**config.mk**
```make
export PLATFORM = sky130hd
export DESIGN_NAME = rq_retire_queue
export DESIGN_NICKNAME = d
export VERILOG_FILES = /design/src/rtl/rq_pkg.sv /design/src/rtl/rq_norm.sv /design/src/rtl/rq_slot_store.sv /design/src/rtl/rq_retire_pick.sv /design/src/rtl/rq_retire_queue.sv
export SDC_FILE = /design/constraint.sdc
export NUM_CORES = 1
export LEC_CHECK = 0
export CORE_AREA = 2 2 149 151
export CTS_CLUSTER_SIZE = 28
export DETAILED_ROUTE_END_ITERATION = 7
export DIE_AREA = 0 0 151 153
export PLACE_DENSITY = 0.36
export SETUP_SLACK_MARGIN = 0.1
export SLEW_MARGIN = 25
export SYNTH_ARGS = -nofsm -noshare
export SYNTH_HDL_FRONTEND = slang
export SYNTH_SLANG_ARGS = --single-unit
```
**constraint.sdc**
```tcl
create_clock -name clk -period 8.2 [get_ports clk]
set_input_delay 1.64 -clock clk [delete_from_list [all_inputs] [get_ports clk]]
set_output_delay 1.64 -clock clk [all_outputs]
set_load 0.1 [all_outputs]
```
**src/rtl/rq_pkg.sv**
```systemverilog
package rq_pkg;

  // Ring advance: a < n and b <= n, so a single conditional subtract suffices.
  function automatic int unsigned ring_add(int unsigned a, int unsigned b,
                                           int unsigned n);
    int unsigned s;
    s = a + b;
    if (s >= n) s = s - n;
    return s;
  endfunction

endpackage

```
**src/rtl/rq_norm.sv**
```systemverilog
module rq_norm #(
  parameter int NUM_SLOTS = 12,
  parameter int UOP_W     = 4,
  parameter int CNT_W     = 4
) (
  input  logic [UOP_W-1:0] uops,
  output logic [CNT_W-1:0] slots
);

  always_comb begin
    if (uops == '0) begin
      slots = CNT_W'(1);
    end else if (32'(uops) > NUM_SLOTS) begin
      slots = CNT_W'(NUM_SLOTS);
    end else begin
      slots = CNT_W'(uops);
    end
  end

endmodule

```
**src/rtl/rq_slot_store.sv**
```systemverilog
module rq_slot_store #(
  parameter int NUM_SLOTS = 12,
  parameter int IDX_W     = 4,
  parameter int CNT_W     = 4
) (
  input  logic             clk,
  input  logic             rst_n,
  input  logic             alloc_en,
  input  logic [IDX_W-1:0] alloc_idx,
  input  logic [CNT_W-1:0] alloc_size,
  input  logic             done_en,
  input  logic [IDX_W-1:0] done_idx,
  output logic [CNT_W-1:0] sizes [NUM_SLOTS],
  output logic [NUM_SLOTS-1:0] exec_vec
);

  for (genvar i = 0; i < NUM_SLOTS; i++) begin : g_slot
    logic             hit_alloc;
    logic             hit_done;
    logic [CNT_W-1:0] size_q;
    logic             exec_q;
    logic             exec_d;

    assign hit_alloc = alloc_en && (32'(alloc_idx) == i);
    assign hit_done  = done_en  && (32'(done_idx)  == i);

    always_comb begin
      exec_d = exec_q;
      if (hit_done)  exec_d = 1'b1;
      if (hit_alloc) exec_d = 1'b0;
    end

    always_ff @(posedge clk or negedge rst_n) begin
      if (!rst_n) begin
        size_q <= '0;
      end else if (hit_alloc) begin
        size_q <= alloc_size;
      end
    end

    always_ff @(posedge clk or negedge rst_n) begin
      if (!rst_n) begin
        exec_q <= 1'b0;
      end else if (hit_alloc || hit_done) begin
        exec_q <= exec_d;
      end
    end

    assign sizes[i]    = size_q;
    assign exec_vec[i] = exec_q;
  end

endmodule

```
**src/rtl/rq_retire_pick.sv**
```systemverilog
module rq_retire_pick #(
  parameter int NUM_SLOTS = 12,
  parameter int IDX_W     = 4,
  parameter int CNT_W     = 4,
  parameter int LANES     = 2,
  parameter int RCNT_W    = 2
) (
  input  logic [IDX_W-1:0]     head,
  input  logic [CNT_W-1:0]     used,
  input  logic [NUM_SLOTS-1:0] exec_vec,
  input  logic [CNT_W-1:0]     sizes [NUM_SLOTS],
  output logic [RCNT_W-1:0]    ret_count,
  output logic [CNT_W-1:0]     freed,
  output logic [IDX_W-1:0]     head_nxt
);

  import rq_pkg::*;

  // Walk the ring from the head; each lane retires one instruction if every
  // earlier lane did, it has executed, and it lies inside the occupied span.
  always_comb begin
    logic [IDX_W-1:0]  p;
    logic [CNT_W-1:0]  f;
    logic [RCNT_W-1:0] c;
    logic              go;
    p  = head;
    f  = '0;
    c  = '0;
    go = 1'b1;
    for (int k = 0; k < LANES; k++) begin
      go = go && (f < used) && exec_vec[p];
      if (go) begin
        f = f + sizes[p];
        p = IDX_W'(ring_add(32'(p), 32'(sizes[p]), NUM_SLOTS));
        c = c + RCNT_W'(1);
      end
    end
    ret_count = c;
    freed     = f;
    head_nxt  = p;
  end

endmodule

```
**src/rtl/rq_retire_queue.sv**
```systemverilog
module rq_retire_queue #(
  parameter int NUM_SLOTS  = 12,
  parameter int UOP_W      = 4,
  parameter int MAX_RETIRE = 2,
  localparam int IDX_W  = (NUM_SLOTS > 1) ? $clog2(NUM_SLOTS) : 1,
  localparam int CNT_W  = $clog2(NUM_SLOTS + 1),
  localparam int LANES  = (MAX_RETIRE == 0 || MAX_RETIRE > NUM_SLOTS)
                          ? NUM_SLOTS : MAX_RETIRE,
  localparam int RCNT_W = $clog2(LANES + 1)
) (
  input  logic              clk,
  input  logic              rst_n,
  input  logic              disp_req,
  input  logic [UOP_W-1:0]  disp_uops,
  output logic              disp_gnt,
  output logic [IDX_W-1:0]  disp_token,
  input  logic              done_vld,
  input  logic [IDX_W-1:0]  done_token,
  output logic [RCNT_W-1:0] ret_count,
  output logic [CNT_W-1:0]  free_cnt
);

  import rq_pkg::*;

  logic [IDX_W-1:0]  tail_q, tail_d;
  logic [IDX_W-1:0]  head_q, head_d;
  logic [CNT_W-1:0]  free_q, free_d;
  logic [CNT_W-1:0]  req_slots;
  logic [CNT_W-1:0]  used;
  logic [CNT_W-1:0]  freed;
  logic [CNT_W-1:0]  sizes [NUM_SLOTS];
  logic [NUM_SLOTS-1:0] exec_vec;
  logic              upd_en;

  rq_norm #(
    .NUM_SLOTS(NUM_SLOTS), .UOP_W(UOP_W), .CNT_W(CNT_W)
  ) u_norm (
    .uops (disp_uops),
    .slots(req_slots)
  );

  assign disp_gnt = disp_req && (free_q >= req_slots);
  assign used     = CNT_W'(NUM_SLOTS) - free_q;

  rq_slot_store #(
    .NUM_SLOTS(NUM_SLOTS), .IDX_W(IDX_W), .CNT_W(CNT_W)
  ) u_store (
    .clk       (clk),
    .rst_n     (rst_n),
    .alloc_en  (disp_gnt),
    .alloc_idx (tail_q),
    .alloc_size(req_slots),
    .done_en   (done_vld),
    .done_idx  (done_token),
    .sizes     (sizes),
    .exec_vec  (exec_vec)
  );

  rq_retire_pick #(
    .NUM_SLOTS(NUM_SLOTS), .IDX_W(IDX_W), .CNT_W(CNT_W),
    .LANES(LANES), .RCNT_W(RCNT_W)
  ) u_pick (
    .head     (head_q),
    .used     (used),
    .exec_vec (exec_vec),
    .sizes    (sizes),
    .ret_count(ret_count),
    .freed    (freed),
    .head_nxt (head_d)
  );

  always_comb begin
    tail_d = tail_q;
    free_d = free_q + freed;
    if (disp_gnt) begin
      tail_d = IDX_W'(ring_add(32'(tail_q), 32'(req_slots), NUM_SLOTS));
      free_d = free_d - req_slots;
    end
  end

  assign upd_en = disp_gnt || (ret_count != '0);

  always_ff @(posedge clk or negedge rst_n) begin
    if (!rst_n) begin
      tail_q <= '0;
      head_q <= '0;
      free_q <= CNT_W'(NUM_SLOTS);
    end else if (upd_en) begin
      tail_q <= tail_d;
      head_q <= head_d;
      free_q <= free_d;
    end
  end

  assign disp_token = tail_q;
  assign free_cnt   = free_q;

endmodule

```
## Yosys cells after proc, flatten, opt, wreduce, memory -nomap -nowiden

Cells that the tools add are included.
W data, S select, Z words.

| storage, ports and cells | value |
|---|---|
| flip-flop bits (word level) | 72 |
| bits of input ports | 12 |
| output and inout bits | 11 |

| cells by class | value |
|---|---|
| $add $sub $neg | 11 |
| magnitude comparators | 11 |
| equal/unequal tests | 22 |
| mux-type cells | 46 |
| bitwise operators | 2 |
| reduce and logical (&&, ||, !) cells | 70 |

Operators with widths:

| cell | count |
|---|---|
| $mux W4 | 14 |
| $bmux W4 S4 | 2 |
| $eq A4 B3 Y1 const B | 8 |
| $eq A4 B4 Y1 const B | 8 |
| $logic_and A1 B1 Y1 | 28 |
| $mux W1 | 27 |
| $reduce_and A2 Y1 | 13 |
| $reduce_bool A2 Y1 | 13 |
| $eq A4 B2 Y1 const B | 4 |
| $add A4 B4 Y5 | 3 |
| $ge A5 B4 Y1 const B | 3 |
| $logic_or A1 B1 Y1 | 13 |
| $logic_not A4 Y1 | 3 |
| $sub A4 B4 Y4 const B | 3 |
| $ge A5 B5 Y1 const B | 2 |
| $lt A4 B5 Y1 const B | 2 |
| $not A4 Y5 | 2 |
| $add A4 B4 Y4 | 2 |
| $bmux W1 S4 | 2 |
| $eq A4 B1 Y1 const B | 2 |
| $ge A4 B4 Y1 | 1 |
| $gt A4 B4 Y1 const B | 1 |
| $lt A1 B4 Y1 const A | 1 |
| $lt A4 B4 Y1 | 1 |
| other kinds (4) | 4 |

## Longest topological paths before layout

Gate-level depths: netlist of run 1.

| logic depth | value |
|---|---|
| depth after elaboration | 17 |
| mapped depth | 37 |
| mapped depth without buffers | 34 |

## By module

A second synthesis of run 1 with hierarchy kept.

| second synthesis, totals | value |
|---|---|
| cell total of the unflattened synthesis | 535 |
| area, all modules | 5382.7 µm² |

By module, submodules not included:

| module | times used | cells each | area an instance (µm²) | sequential area each (µm²) |
|---|---|---|---|---|
| rq_slot_store | 1 | 180 | 2454.9 | 1501.4 |
| rq_retire_pick | 1 | 239 | 1870.5 | 0.0 |
| rq_retire_queue | 1 | 111 | 1024.7 | 302.8 |
| rq_norm | 1 | 5 | 32.5 | 0.0 |

## Least setup slack after synthesis of run 1

Ideal clock, no wire load.

| timing path | value |
|---|---|
| path kind | register -> register |
| start | register head_q[0] |
| end | register free_q[3], in the netlist free_cnt[3] |
| library setup time | 0.061 ns |
| arrival | 7.195 ns |
| required time | 8.139 ns |
| path slack | 0.944 ns |
| stages on the path, launching flop included | 36 |
| path buffers | 3 |
| clock period less this slack | 7.256 ns |
| path through | dfrtp_1 > buf_6 > buf_4 > mux4_2 > mux2i_1 > o2bb2ai_1 > ha_1 > a21o_1 > a21oi_1 > xnor2_1 > ha_1 > and3b_1 > a211oi_1 > o21ai_0 > o221ai_1 > and2_1 > clkbuf_1 > nand2_1 > o22ai_1 > ha_1 > inv_1 > fa_1 > mux2i_1 > inv_1 > fa_1 > inv_1 > ha_1 > a21o_1 > a21oi_1 > xnor2_1 > nor3b_1 > xnor2_1 > xnor2_1 > or4_1 > mux2i_1 > a211o_1 |

| on the way | value |
|---|---|
| longest elaborated chain between the ends | 17 |
| elaborated cells on any way between the ends | 32 |
| classes of those cells | add/sub: 6; order compare: 2; mux: 17; bitwise: 2; reduce/logical: 5 |

Ends and longest elaborated chain:

| item | line | text |
|---|---|---|
| start, declared | rq_retire_queue.sv:26 | `logic [IDX_W-1:0] head_q, head_d;` |
| start signal, assigned | rq_retire_queue.sv:86 | `head_q <= '0;` |
| start signal, assigned | rq_retire_queue.sv:90 | `head_q <= head_d;` |
| $not A4 Y5 (implied by the code) | rq_retire_pick.sv:33, rq_retire_pick.sv:34 |  |
| $bmux W4 S4 | rq_retire_pick.sv:33, rq_retire_pick.sv:34 |  |
| $mux W4 (implied by the code) (2 in series) | rq_retire_pick.sv:33, rq_retire_pick.sv:34 |  |
| $add A4 B4 Y5 | rq_pkg.sv:7 | `s = a + b;` |
| $sub A4 B4 Y4 / $ge A5 B4 Y1 (equally long branches) | rq_pkg.sv:8 | `if (s >= n) s = s - n;` |
| $mux W4 | rq_pkg.sv:8 |  |
| $mux W4 | rq_retire_pick.sv:32 | `if (go) begin` |
| $not A4 Y5 (implied by the code) | rq_retire_pick.sv:33 | `f = f + sizes[p];` |
| $bmux W4 S4 | rq_retire_pick.sv:33 |  |
| $mux W4 (implied by the code) (2 in series) | rq_retire_pick.sv:33 |  |
| $add A4 B4 Y4 | rq_retire_pick.sv:33 |  |
| $mux W4 | rq_retire_pick.sv:32 |  |
| $add A4 B4 Y4 | rq_retire_queue.sv:74 | `free_d = free_q + freed;` |
| $sub A4 B4 Y4 | rq_retire_queue.sv:77 | `free_d = free_d - req_slots;` |
| $mux W4 | rq_retire_queue.sv:75 | `if (disp_gnt) begin` |
| end signal, assigned | rq_retire_queue.sv:87 | `free_q <= CNT_W'(NUM_SLOTS);` |
| end signal, assigned | rq_retire_queue.sv:91 | `free_q <= free_d;` |
| end, declared | rq_retire_queue.sv:27 | `logic [CNT_W-1:0] free_q, free_d;` |

Several ways; a longest one is shown, not always the timed one. The select of a mux whose other input is x is not followed.
A chain may end at the register's enable or synchronous reset.

## Final worst setup path of run 1

Ends and elaborated chain as after synthesis.

==> flow_summary.toml, run 1 <==
[outcome]
outcome = "complete, no violations"

[detailed_routing]
drt_pre_antenna_iters = 5
ant_nets = 0
drc = 0
via_count = 4032
wl_um = 15500
avgViaCountPerCell = 4.82
routedWlPerCell_um = 18.5
drt_iter0_drc = 176

[worst_setup_path]
startpoint_type = "register"
arrival_ns = 7.83
crit_top_cell = "xnor2_1"
cpLargestDelayFamily = "compound AO/OA/AOI/OAI gates"
crit_buf_inv = 5
reg2reg_depth = 32
path_max_fanout = 14
end_kind = "register"
reg2reg_slack_ns = 0.65
timing.rr.start = "head_q[0]$_DFFE_PN0P_"
worstSetupPathType = "register to register"
critical-path-slowest-cell = "dfrtp_4"
critical_path.max_stage_delay_ns = 0.53
cp.required_ns = 8.49
regToRegEndpoint = "free_cnt[3]$_DFFE_PN1P_"

[sta]
finalHoldViolations = 0
clock_skew_ns = 0.00526
worstMarginPinSlew_ns = 0.984
clock.fmax_mhz = 133
final-max-slew-violation-count = 0
rsz0062_at_grt = "no"
finalSetupViolCount = 0
holdWs_ns = 0.530
tns_ns = 0
fin_crit_ns = 7.55
slew_headroom_pct = 34.2
period_share_pct = 92.0

[layout]
drive_gt1_share_pct = 22.1
final_area_um2 = 6380
area_growth_pct = 19.8
final_nets = 603
antenna_cells = 0
final_core_util_pct = 29.7

[yosys]
synth_cell_type_count = 70
synthFlopType = "dfrtp_1"
synth.net_count = 569
synth-edff-count = 0
ys_ff_latch = 72
seq_area_frac_synth_pct = 33.9
avgSynthCellArea_um2 = 10.3
syn-cell-area_um2 = 5330
postSynth.asyncResetShare_pct = 100
synthCells = 517
yosysWarnings = 0

[cts]
cts.reportedPaths.clkPinSlew_ns = 0.06
hold_buffers = 0
tritoncts = "built"
root_buffer = "clkbuf_16"
clk_latency_ns = 0.34
htree_levels = 3
cts.sinks = 72
numCtsBuffers = 9
clk_path_buf_depth = 2

[worst_hold_path]
holdPathEnd = "u_store.g_slot[7].exec_q$_DFFE_PN0P_"
hold_path_startpoint = "u_store.g_slot[7].exec_q$_DFFE_PN0P_"
hold_path_class = "register to register"
holdPathStages = 2

[floorplan]
dieArea_um2 = 23100
die_y_um = 153
initial_utilization_pct = 24.8
io_pins = 23
die_x_um = 151
rows = 54
coreArea_um2 = 21500

[placed_design]
dp_hpwl_um = 12000
place_area_um2 = 5940
gp_congestion = 0.775
portBuffers = 22

[global_route]
grt_pass1_vias = 4196
grt_overflow = 0
grt_pass1_wl_um = 24700
track_usage_pct = 14.2
grt_max_degree = 73
antenna_found_initial = 0

[run]
max-cap-violations = 0
[repair_timing]
action / in CTS / in global routing
resized for setup: 0 / 13
setup endpoints to repair: 0 / 1
setup buffers: 0 / 3
[layout by cell type, fill, tap and decap left out, types with 2 or more instances in the layout]
master and n:
o31ai_1 3, mux2_1 6, a31oi_1 5, o2bb2ai_2 2, buf_4 21, dfrtp_1 68, o22ai_1 2, a211oi_1 5
bufinv_16 3, mux2i_1 39, a21o_1 9, nand3_1 5, o21ai_1 2, and2_1 4, a21oi_1 39, xor2_1 3
nand2b_1 5, clkbuf_16 9, ha_1 33, buf_12 3, mux2_2 46, mux4_2 12, o21ai_0 20, fa_1 5
clkinv_4 3, nand2_1 27, dfstp_2 2, nor3_1 4, inv_1 29, or3_1 2, and3b_1 3, clkdlybuf4s50_1 18
a211oi_2 2, nor2b_1 7, xnor2_1 13, nor2_1 50
[state kept, by name, summed over array words and instances, names as in the netlist]
register               cells
u_store.g_slot.exec_q     12
free_cnt                   4
u_store.g_slot.size_q     48
head_q                     4
disp_token                 4
[tightest hold or removal path, delay by kind of cell (launching register included)]
kind               cells  cell delay, ns
AOI/OAI and AO/OA      1            0.05
and+or+nand+nor        1            0.07
DFF                    1            0.37
[synthesized netlist by cell type (4+ instances only)]
master     n  area, um^2
xnor2_1   13         114
dfrtp_1   70        1750
mux4_2    12         270
mux2_1     6        67.6
mux2_2    46         518
nor2_1    50         188
mux2i_1   39         390
nand2_1   27         101
fa_1       6         120
buf_2      5        25.0
clkbuf_1  11        41.3
a31oi_1    5        31.3
nor3_1     4        20.0
inv_1     29         109
a211oi_1   6        45.0
a21oi_1   39         195
nand2b_1   5        31.3
o21ai_0   20         100
a21o_1     9        67.6
nor2b_1    7        43.8
nand3_1    5        25.0
and2_1     4        25.0
ha_1      34         425
[cells by family (layout without fill, tap and decap cells)]
group / Yosys count / in the layout / synth area share [%]
fa+ha+maj: 40 / 40 / 10.2
xor+xnor: 16 / 16 / 2.63
simple gates: 116 / 116 / 10.3
mux: 104 / 104 / 23.9
buf+inv: 53 / 92 / 4.58
compound gates: 116 / 116 / 14.5
flops: 72 / 72 / 33.9
[routing by layer]
layer	share of wire [%]	global-route usage (%)	wire [um]	up-vias
met5	0	0	0	-
met4	1.6	4.18	249	0
met3	3.7	3.01	568	13
met2	48	22.5	7390	62
met1	47	19.3	7260	2002
li1	-	-	-	1955
[worst max path at each step]
| stage | start | to | slack (ns) | cells past startpoint |
|---|---|---|---|---|
| floorplan | head_q[0]$_DFFE_PN0P_ | free_cnt[3]$_DFFE_PN1P_ | 0.94 | 35 |
| global placement | head_q[0]$_DFFE_PN0P_ | free_cnt[3]$_DFFE_PN1P_ | 0.40 | 33 |
| detailed placement | head_q[0]$_DFFE_PN0P_ | free_cnt[3]$_DFFE_PN1P_ | 0.22 | 32 |
| CTS | head_q[0]$_DFFE_PN0P_ | free_cnt[3]$_DFFE_PN1P_ | 0.18 | 33 |
| global route | head_q[0]$_DFFE_PN0P_ | free_cnt[3]$_DFFE_PN1P_ | 0.11 | 33 |
| finish | head_q[0]$_DFFE_PN0P_ | free_cnt[3]$_DFFE_PN1P_ | 0.65 | 32 |
[through the flow]
stage | setup slack (ns) | cells
after floorplan | 0.944 | 517
after global placement | 0.404 | 817
after detailed placement | 0.220 | 817
after CTS | 0.180 | 833
after global routing | 0.108 | 836
final | 0.653 | 836
[area by class of cell]
class / count / area, um^2
clock buffer: 10 / 239
clock inverter: 6 / 116
fill: 2232 / 15100
inverter: 32 / 124
multi-input combinational: 392 / 3320
sequential: 72 / 1810
tap: 280 / 350
timing repair buffer: 44 / 417
Power of run 1 is not shown: default switching activity piles up to over one toggle a cycle in this logic, so the estimate is an artifact.
==> run 2: changes to the inputs <==
--- a/config.mk
+++ b/config.mk
@@ -9,6 +9,7 @@
 export CTS_CLUSTER_SIZE = 28
 export DETAILED_ROUTE_END_ITERATION = 7
 export DIE_AREA = 0 0 151 153
+export HOLD_SLACK_MARGIN = 0.03
 export PLACE_DENSITY = 0.36
 export SETUP_SLACK_MARGIN = 0.1
 export SLEW_MARGIN = 25
==> results of run 2 <==
No change in the layout: final DEF, timing and power equal those of run 1.
Power of run 2 is left out for the same reason.
